File: src/rtl/pkt_lane_pkg.sv
package pkt_lane_pkg;
   localparam int unsigned DEF_ROW_W  = 3;
   localparam int unsigned DEF_COL_W  = 5;
   localparam int unsigned BASE_DAT_W = 16;
   localparam int unsigned ECC_DAT_W  = 18;
   localparam int unsigned DEF_CYCLES = 4;

   function automatic int unsigned pkt_bits(input int unsigned lane_w, input int unsigned cycles);
      return 2 * lane_w * cycles;
   endfunction
endpackage

File: src/rtl/pkt_edge_capture.sv
module pkt_edge_capture #(
   parameter int unsigned W = 3
) (
   input  logic         clk,
   input  logic         rst_n,
   input  logic         sof_i,
   input  logic [W-1:0] d_i,
   output logic         sof_q,
   output logic [W-1:0] rise_q,
   output logic [W-1:0] fall_q
);
   logic [W-1:0] fall_hold;

   // rising-edge sample: frame-start plus even transfer
   always_ff @(posedge clk or negedge rst_n) begin
      if (!rst_n) begin
         sof_q  <= 1'b0;
         rise_q <= '0;
      end else begin
         sof_q  <= sof_i;
         rise_q <= d_i;
      end
   end

   // falling-edge sample: odd transfer
   always_ff @(negedge clk or negedge rst_n) begin
      if (!rst_n) fall_hold <= '0;
      else        fall_hold <= d_i;
   end

   assign fall_q = fall_hold;
endmodule

File: src/rtl/pkt_assembler.sv
module pkt_assembler #(
   parameter int unsigned W      = 3,
   parameter int unsigned CYCLES = 4
) (
   input  logic                     clk,
   input  logic                     rst_n,
   input  logic                     sof_q,
   input  logic [W-1:0]             rise_q,
   input  logic [W-1:0]             fall_q,
   output logic [2*W*CYCLES-1:0]    pkt_o,
   output logic                     vld_o,
   output logic                     ferr_o
);
   localparam int unsigned PAIR_W = 2 * W;
   localparam int unsigned PKT_W  = PAIR_W * CYCLES;
   localparam int unsigned CNT_W  = $clog2(CYCLES);
   localparam logic [CNT_W-1:0] LAST = CNT_W'(CYCLES - 1);

   if (CYCLES < 2) begin : g_bad_cycles
      $error("pkt_assembler: CYCLES must be at least 2");
   end

   logic [PAIR_W-1:0] pair;
   logic [CNT_W-1:0]  cnt;
   logic [PKT_W-1:0]  acc;

   assign pair = {rise_q, fall_q};

   always_ff @(posedge clk or negedge rst_n) begin
      if (!rst_n) begin
         cnt    <= '0;
         acc    <= '0;
         pkt_o  <= '0;
         vld_o  <= 1'b0;
         ferr_o <= 1'b0;
      end else begin
         vld_o  <= 1'b0;
         ferr_o <= 1'b0;
         if (sof_q) begin
            ferr_o <= (cnt != '0);
            acc    <= PKT_W'(pair);
            cnt    <= CNT_W'(1);
         end else if (cnt != '0) begin
            if (cnt == LAST) begin
               pkt_o <= {acc[PKT_W-PAIR_W-1:0], pair};
               vld_o <= 1'b1;
               cnt   <= '0;
            end else begin
               acc <= {acc[PKT_W-PAIR_W-1:0], pair};
               cnt <= cnt + CNT_W'(1);
            end
         end
      end
   end

   p_vld_pulse_r5: assert property (@(posedge clk) disable iff (!rst_n)
      vld_o |=> !vld_o)
      else $error("valid held longer than one cycle");

   p_vld_on_last_beat_r5: assert property (@(posedge clk) disable iff (!rst_n)
      vld_o |-> ($past(cnt) == LAST && !$past(sof_q)))
      else $error("valid without a full packet");

   p_pkt_hold_r9: assert property (@(posedge clk) disable iff (!rst_n)
      !vld_o |-> $stable(pkt_o))
      else $error("packet changed without valid");

   p_err_exclusive_r7: assert property (@(posedge clk) disable iff (!rst_n)
      ferr_o |-> (!vld_o && $past(sof_q)))
      else $error("framing error without a frame-start");

   p_err_mid_packet_r7: assert property (@(posedge clk) disable iff (!rst_n)
      (sof_q && cnt != '0) |=> ferr_o)
      else $error("mid-packet frame-start not flagged");
endmodule

File: src/rtl/pkt_lane.sv
module pkt_lane #(
   parameter int unsigned W      = 3,
   parameter int unsigned CYCLES = 4
) (
   input  logic                  clk,
   input  logic                  rst_n,
   input  logic                  sof_i,
   input  logic [W-1:0]          d_i,
   output logic [2*W*CYCLES-1:0] pkt_o,
   output logic                  vld_o,
   output logic                  ferr_o
);
   logic         sof_q;
   logic [W-1:0] rise_q;
   logic [W-1:0] fall_q;

   pkt_edge_capture #(.W(W)) u_cap (
      .clk(clk), .rst_n(rst_n), .sof_i(sof_i), .d_i(d_i),
      .sof_q(sof_q), .rise_q(rise_q), .fall_q(fall_q)
   );

   pkt_assembler #(.W(W), .CYCLES(CYCLES)) u_asm (
      .clk(clk), .rst_n(rst_n), .sof_q(sof_q), .rise_q(rise_q), .fall_q(fall_q),
      .pkt_o(pkt_o), .vld_o(vld_o), .ferr_o(ferr_o)
   );
endmodule

File: src/rtl/pkt_lane_rx.sv
module pkt_lane_rx
   import pkt_lane_pkg::*;
#(
   parameter int unsigned ROW_W  = DEF_ROW_W,
   parameter int unsigned COL_W  = DEF_COL_W,
   parameter bit          ECC_EN = 1'b0,
   parameter int unsigned CYCLES = DEF_CYCLES,
   parameter int unsigned DAT_W  = ECC_EN ? ECC_DAT_W : BASE_DAT_W
) (
   input  logic                      clk,
   input  logic                      rst_n,
   input  logic                      row_sof,
   input  logic [ROW_W-1:0]          row_d,
   input  logic                      col_sof,
   input  logic [COL_W-1:0]          col_d,
   input  logic                      dat_sof,
   input  logic [DAT_W-1:0]          dat_d,
   output logic [2*CYCLES*ROW_W-1:0] row_pkt,
   output logic                      row_vld,
   output logic                      row_ferr,
   output logic [2*CYCLES*COL_W-1:0] col_pkt,
   output logic                      col_vld,
   output logic                      col_ferr,
   output logic [2*CYCLES*DAT_W-1:0] dat_pkt,
   output logic                      dat_vld,
   output logic                      dat_ferr
);
   localparam int unsigned ROW_PKT = pkt_bits(ROW_W, CYCLES);
   localparam int unsigned DAT_PKT = pkt_bits(DAT_W, CYCLES);

   if (ROW_W == 0 || COL_W == 0) begin : g_bad_cmd_w
      $error("pkt_lane_rx: command lanes need a nonzero width");
   end
   if (DAT_W != (ECC_EN ? ECC_DAT_W : BASE_DAT_W)) begin : g_bad_dat_w
      $error("pkt_lane_rx: data width does not match the error-correction setting");
   end
   if (ROW_PKT != 2 * CYCLES * ROW_W || DAT_PKT != 2 * CYCLES * DAT_W) begin : g_bad_pkt
      $error("pkt_lane_rx: packet width mismatch");
   end

   pkt_lane #(.W(ROW_W), .CYCLES(CYCLES)) u_row (
      .clk(clk), .rst_n(rst_n), .sof_i(row_sof), .d_i(row_d),
      .pkt_o(row_pkt), .vld_o(row_vld), .ferr_o(row_ferr)
   );

   pkt_lane #(.W(COL_W), .CYCLES(CYCLES)) u_col (
      .clk(clk), .rst_n(rst_n), .sof_i(col_sof), .d_i(col_d),
      .pkt_o(col_pkt), .vld_o(col_vld), .ferr_o(col_ferr)
   );

   pkt_lane #(.W(DAT_W), .CYCLES(CYCLES)) u_dat (
      .clk(clk), .rst_n(rst_n), .sof_i(dat_sof), .d_i(dat_d),
      .pkt_o(dat_pkt), .vld_o(dat_vld), .ferr_o(dat_ferr)
   );

   p_reset_quiet_r1: assert property (@(posedge clk)
      !rst_n |-> !(row_vld || col_vld || dat_vld || row_ferr || col_ferr || dat_ferr))
      else $error("outputs active in reset");
endmodule

File: config.mk
export PLATFORM = sky130hd
export DESIGN_NAME = pkt_lane_rx
export DESIGN_NICKNAME = d
export VERILOG_FILES = /design/src/rtl/pkt_lane_pkg.sv /design/src/rtl/pkt_edge_capture.sv /design/src/rtl/pkt_assembler.sv /design/src/rtl/pkt_lane.sv /design/src/rtl/pkt_lane_rx.sv
export SDC_FILE = /design/constraint.sdc
export NUM_CORES = 1
export LEC_CHECK = 0
export BUFFER_PORTS_ARGS = -buffer_cell sky130_fd_sc_hd__buf_4
export CORE_MARGIN = 5
export CORE_UTILIZATION = 40
export DETAILED_ROUTE_END_ITERATION = 10
export SYNTH_ARGS = -nofsm -noshare
export SYNTH_HDL_FRONTEND = slang
export SYNTH_SLANG_ARGS = --single-unit
File: constraint.sdc
create_clock -name clk -period 4.5 [get_ports clk]
set_input_delay 0.225 -clock clk [delete_from_list [all_inputs] [get_ports clk]]
set_output_delay 0.225 -clock clk [all_outputs]
set_load 0.005 [all_outputs]
==> out/metrics.cfg <==
[worst_setup_path]
crit_type = in2async
setup.worst_path.start_class = input port
cp_slowest_stage_delay_ns = 0.56
worstPathRequired_ns = 3.08
cpMaxStageDelayCell = dlygate4sd3_1
crit_arrival_ns = 1.57
crit_path_end_kind = asynchronous set/reset pin
crit_path_cell_trace = dlygate4sd3_1, buf_8, buf_4
path_max_fanout = 60

[global_route]
antenna_found_initial = 0
grt_max_degree = 103
grt.total_usage_pct = 16.3
grt_pass1_wl_um = 54300
grt-ovfl-total = 0
grt_pass1_vias = 9300

[die]
coreArea_sq_mm = 0.0376
die_h_um = 205
die_x_um = 205
fp-row-count = 71
start_util_pct = 40.5
design.die.area_sq_mm = 0.0421
num_io_pins = 227

[clocking]
postCtsSetupBuffers = 0
post_cts_resized = 0
cts_root_buffer = clkbuf_16
path_clk_slew_ns = 0.06
cts_tree = built
cts.path.max_buffers = 3
clock_latency_ns = 0.56
cts_sinks = 399
numCtsBuffers = 44
cts.htree.levels = 2

[detailed_routing]
ant_nets = 0
wl_um = 34200
vias = 8927
drtIter0Drc = 342
vias_per_cell = 4.87
drt_pass1_iterations = 4
wire_per_inst_um = 18.6
drc = 0

[final_layout]
drive_above_1_share_pct = 45.4
nFillCells = 3249
area_growth_pct = 26.0
num_antenna_cells = 0
design_area_sq_mm = 0.0192
layout_common_cells = dfrtp_1 (374), buf_4 (247), mux2_2 (231)
final_nets = 1323
multi_input_area_sq_mm = 0.00482
layout_commonest_cell = dfrtp_1
seq_area_sq_mm = 0.00999

[flow_run]
cap_violations = 0

[power_and_ir_drop]
powerDensity_mw_per_mm2 = 702
p_leak_nw = 8.81
ir_worst_vdd_mv = 0.370

[yosys]
ys_seq_area_share_pct = 65.6
avgSynthCellArea_sq_um = 14.6
synth-simple-area-share_pct = 6.25
synth_top_flop_cell = dfrtp_1
syn-instance-count = 1043
synth_mux_area_share_pct = 18.0
async_flop_share_pct = 100
yosys_warnings = 0
synth_compound_area_share_pct = 6.51
syn-num-nets = 1078
synth_edf_count = 0
synth_xor_area_share_pct = 0.173
yosys_register_bits = 399
synthesis.area_sq_mm = 0.0152
synthAdderAreaFrac_pct = 0.493
synth_top_family_by_area = multiplexers
synth_cell_types = 24

[timing]
drv_slew = 0
setup-violations-final = 0
rsz0062_at_grt = no
finalSetupTns_ns = 0
relSlewSlack_pct = 24.8
worst_slew_pin_slew_ns = 1.13
finClkSkew_ns = 0.0125
finalHoldViolations = 0

[place]
dpl_cell_area_sq_mm = 0.0174
io_buffer_count = 226
hpwl_um = 22300
routabilityCongestion = 0.745

[status]
status = completed

[hold_path]
hold_path.class = in2async

-- sequential cells by signal, summed over array words and instances (netlist names), 2 cells and up --
name	count
u_dat.u_asm.pkt_o	128
u_dat.u_asm.acc	96
u_col.u_asm.pkt_o	40
u_col.u_asm.acc	30
u_row.u_asm.pkt_o	24
u_row.u_asm.acc	18
u_dat.u_cap.fall_q	16
u_dat.u_cap.rise_q	16
u_col.u_cap.fall_q	5
u_col.u_cap.rise_q	5
u_row.u_cap.fall_q	3
u_row.u_cap.rise_q	3
u_col.u_asm.cnt	2
u_dat.u_asm.cnt	2
u_row.u_asm.cnt	2
-- cell families after synthesis --
family | after synthesis
DFF | 399
adders and majority gates | 6
AOI/OAI and AO/OA | 195
xor gates and xnor gates | 3
buffers and inverters | 86
and+or+nand+nor | 111
muxes | 243
-- worst max-delay path, delay by kind of cell --
family	cells	cell delay [ns]
buffers and inverters	3	1.27
-- Yosys cell counts, types with 3 or more instances --
| library cell | n | area, sq um |
|---|---|---|
| o21ai_0 | 96 | 480 |
| or3b_2 | 41 | 359 |
| dfrtn_1 | 24 | 601 |
| xor2_1 | 3 | 26.3 |
| nand2b_1 | 3 | 18.8 |
| mux2i_1 | 3 | 30.0 |
| mux2_1 | 9 | 101 |
| a21oi_1 | 96 | 480 |
| buf_4 | 10 | 75.1 |
| ha_1 | 6 | 75.1 |
| clkbuf_1 | 44 | 165 |
| or3b_1 | 55 | 482 |
| buf_2 | 14 | 70.1 |
| nor2b_1 | 6 | 37.5 |
| nor2_1 | 3 | 11.3 |
| mux2_2 | 231 | 2600 |
| buf_6 | 11 | 124 |
| dfrtp_1 | 375 | 9380 |
| inv_1 | 6 | 22.5 |
-- timing repair --
action,in CTS,in global routing
setup endpoints to repair,0,0
hold endpoints to repair,87,0
hold buffers,28,0
-- metrics by stage --
step	hold WS, ns	cells	worst slack [ns]	power [mW]	util, %
finish	0.193	1834	1.51	13.5	51.1
global placement	0.199	1725	1.51	9.82	46.3
floorplan	-0.0706	1043	1.57	7.80	-
global route	0.252	1834	1.30	14.3	51.1
detailed placement	0.203	1725	1.50	9.91	46.3
CTS	0.200	1834	1.49	13.7	51.1
-- cell type report --
class	instances	share of cell area, %
clock inverters	16	1.17
clock buffers	65	6.68
repair buffers	279	11.5
flip-flops and latches	399	52.0
inverters	6	0.117
well taps	511	3.33
multi-input cells	558	25.1
-- path summary, 6_finish.rpt --
kind / startpoint / end / slack [ns] / cells past startpoint
hold / removal: rst_n / u_row.u_asm.pkt_o[3]$_DFFE_PN0P_ / 0.19 / 2
hold reg to reg: u_row.u_asm.pkt_o[12]$_DFFE_PN0P_ / u_row.u_asm.pkt_o[12]$_DFFE_PN0P_ / 0.49 / 1
min in group clk: dat_d[9] / u_dat.u_cap.rise_q[9]$_DFF_PN0_ / 0.32 / 2
setup / recovery: rst_n / u_dat.u_cap.fall_q[11]$_DFF_NN0_ / 1.51 / 3
setup reg to reg: u_dat.u_cap.fall_q[7]$_DFF_NN0_ / u_dat.u_asm.pkt_o[7]$_DFFE_PN0P_ / 1.54 / 1
max in group clk: u_dat.u_cap.fall_q[7]$_DFF_NN0_ / u_dat.u_asm.pkt_o[7]$_DFFE_PN0P_ / 1.54 / 1
-- report_power, final --
| group | internal (mW) | total [mW] | switching [mW] |
|---|---|---|---|
| clock network | 2.27 | 3.70 | 1.44 |
| registers | 4.82 | 5.64 | 0.819 |
| logic | 2.39 | 4.14 | 1.75 |
| total | 9.47 | 13.5 | 4.00 |
-- layer usage --
| metal | share of wire (%) | vias to the layer above | global-route usage, % |
|---|---|---|---|
| li1 | - | 4199 | - |
| met1 | 46 | 4497 | 23.0 |
| met2 | 46 | 183 | 24.9 |
| met3 | 5.7 | 48 | 4.02 |
| met4 | 2.0 | 0 | 4.95 |
| met5 | 0 | - | 0 |
(Power assumes the default switching activity.)
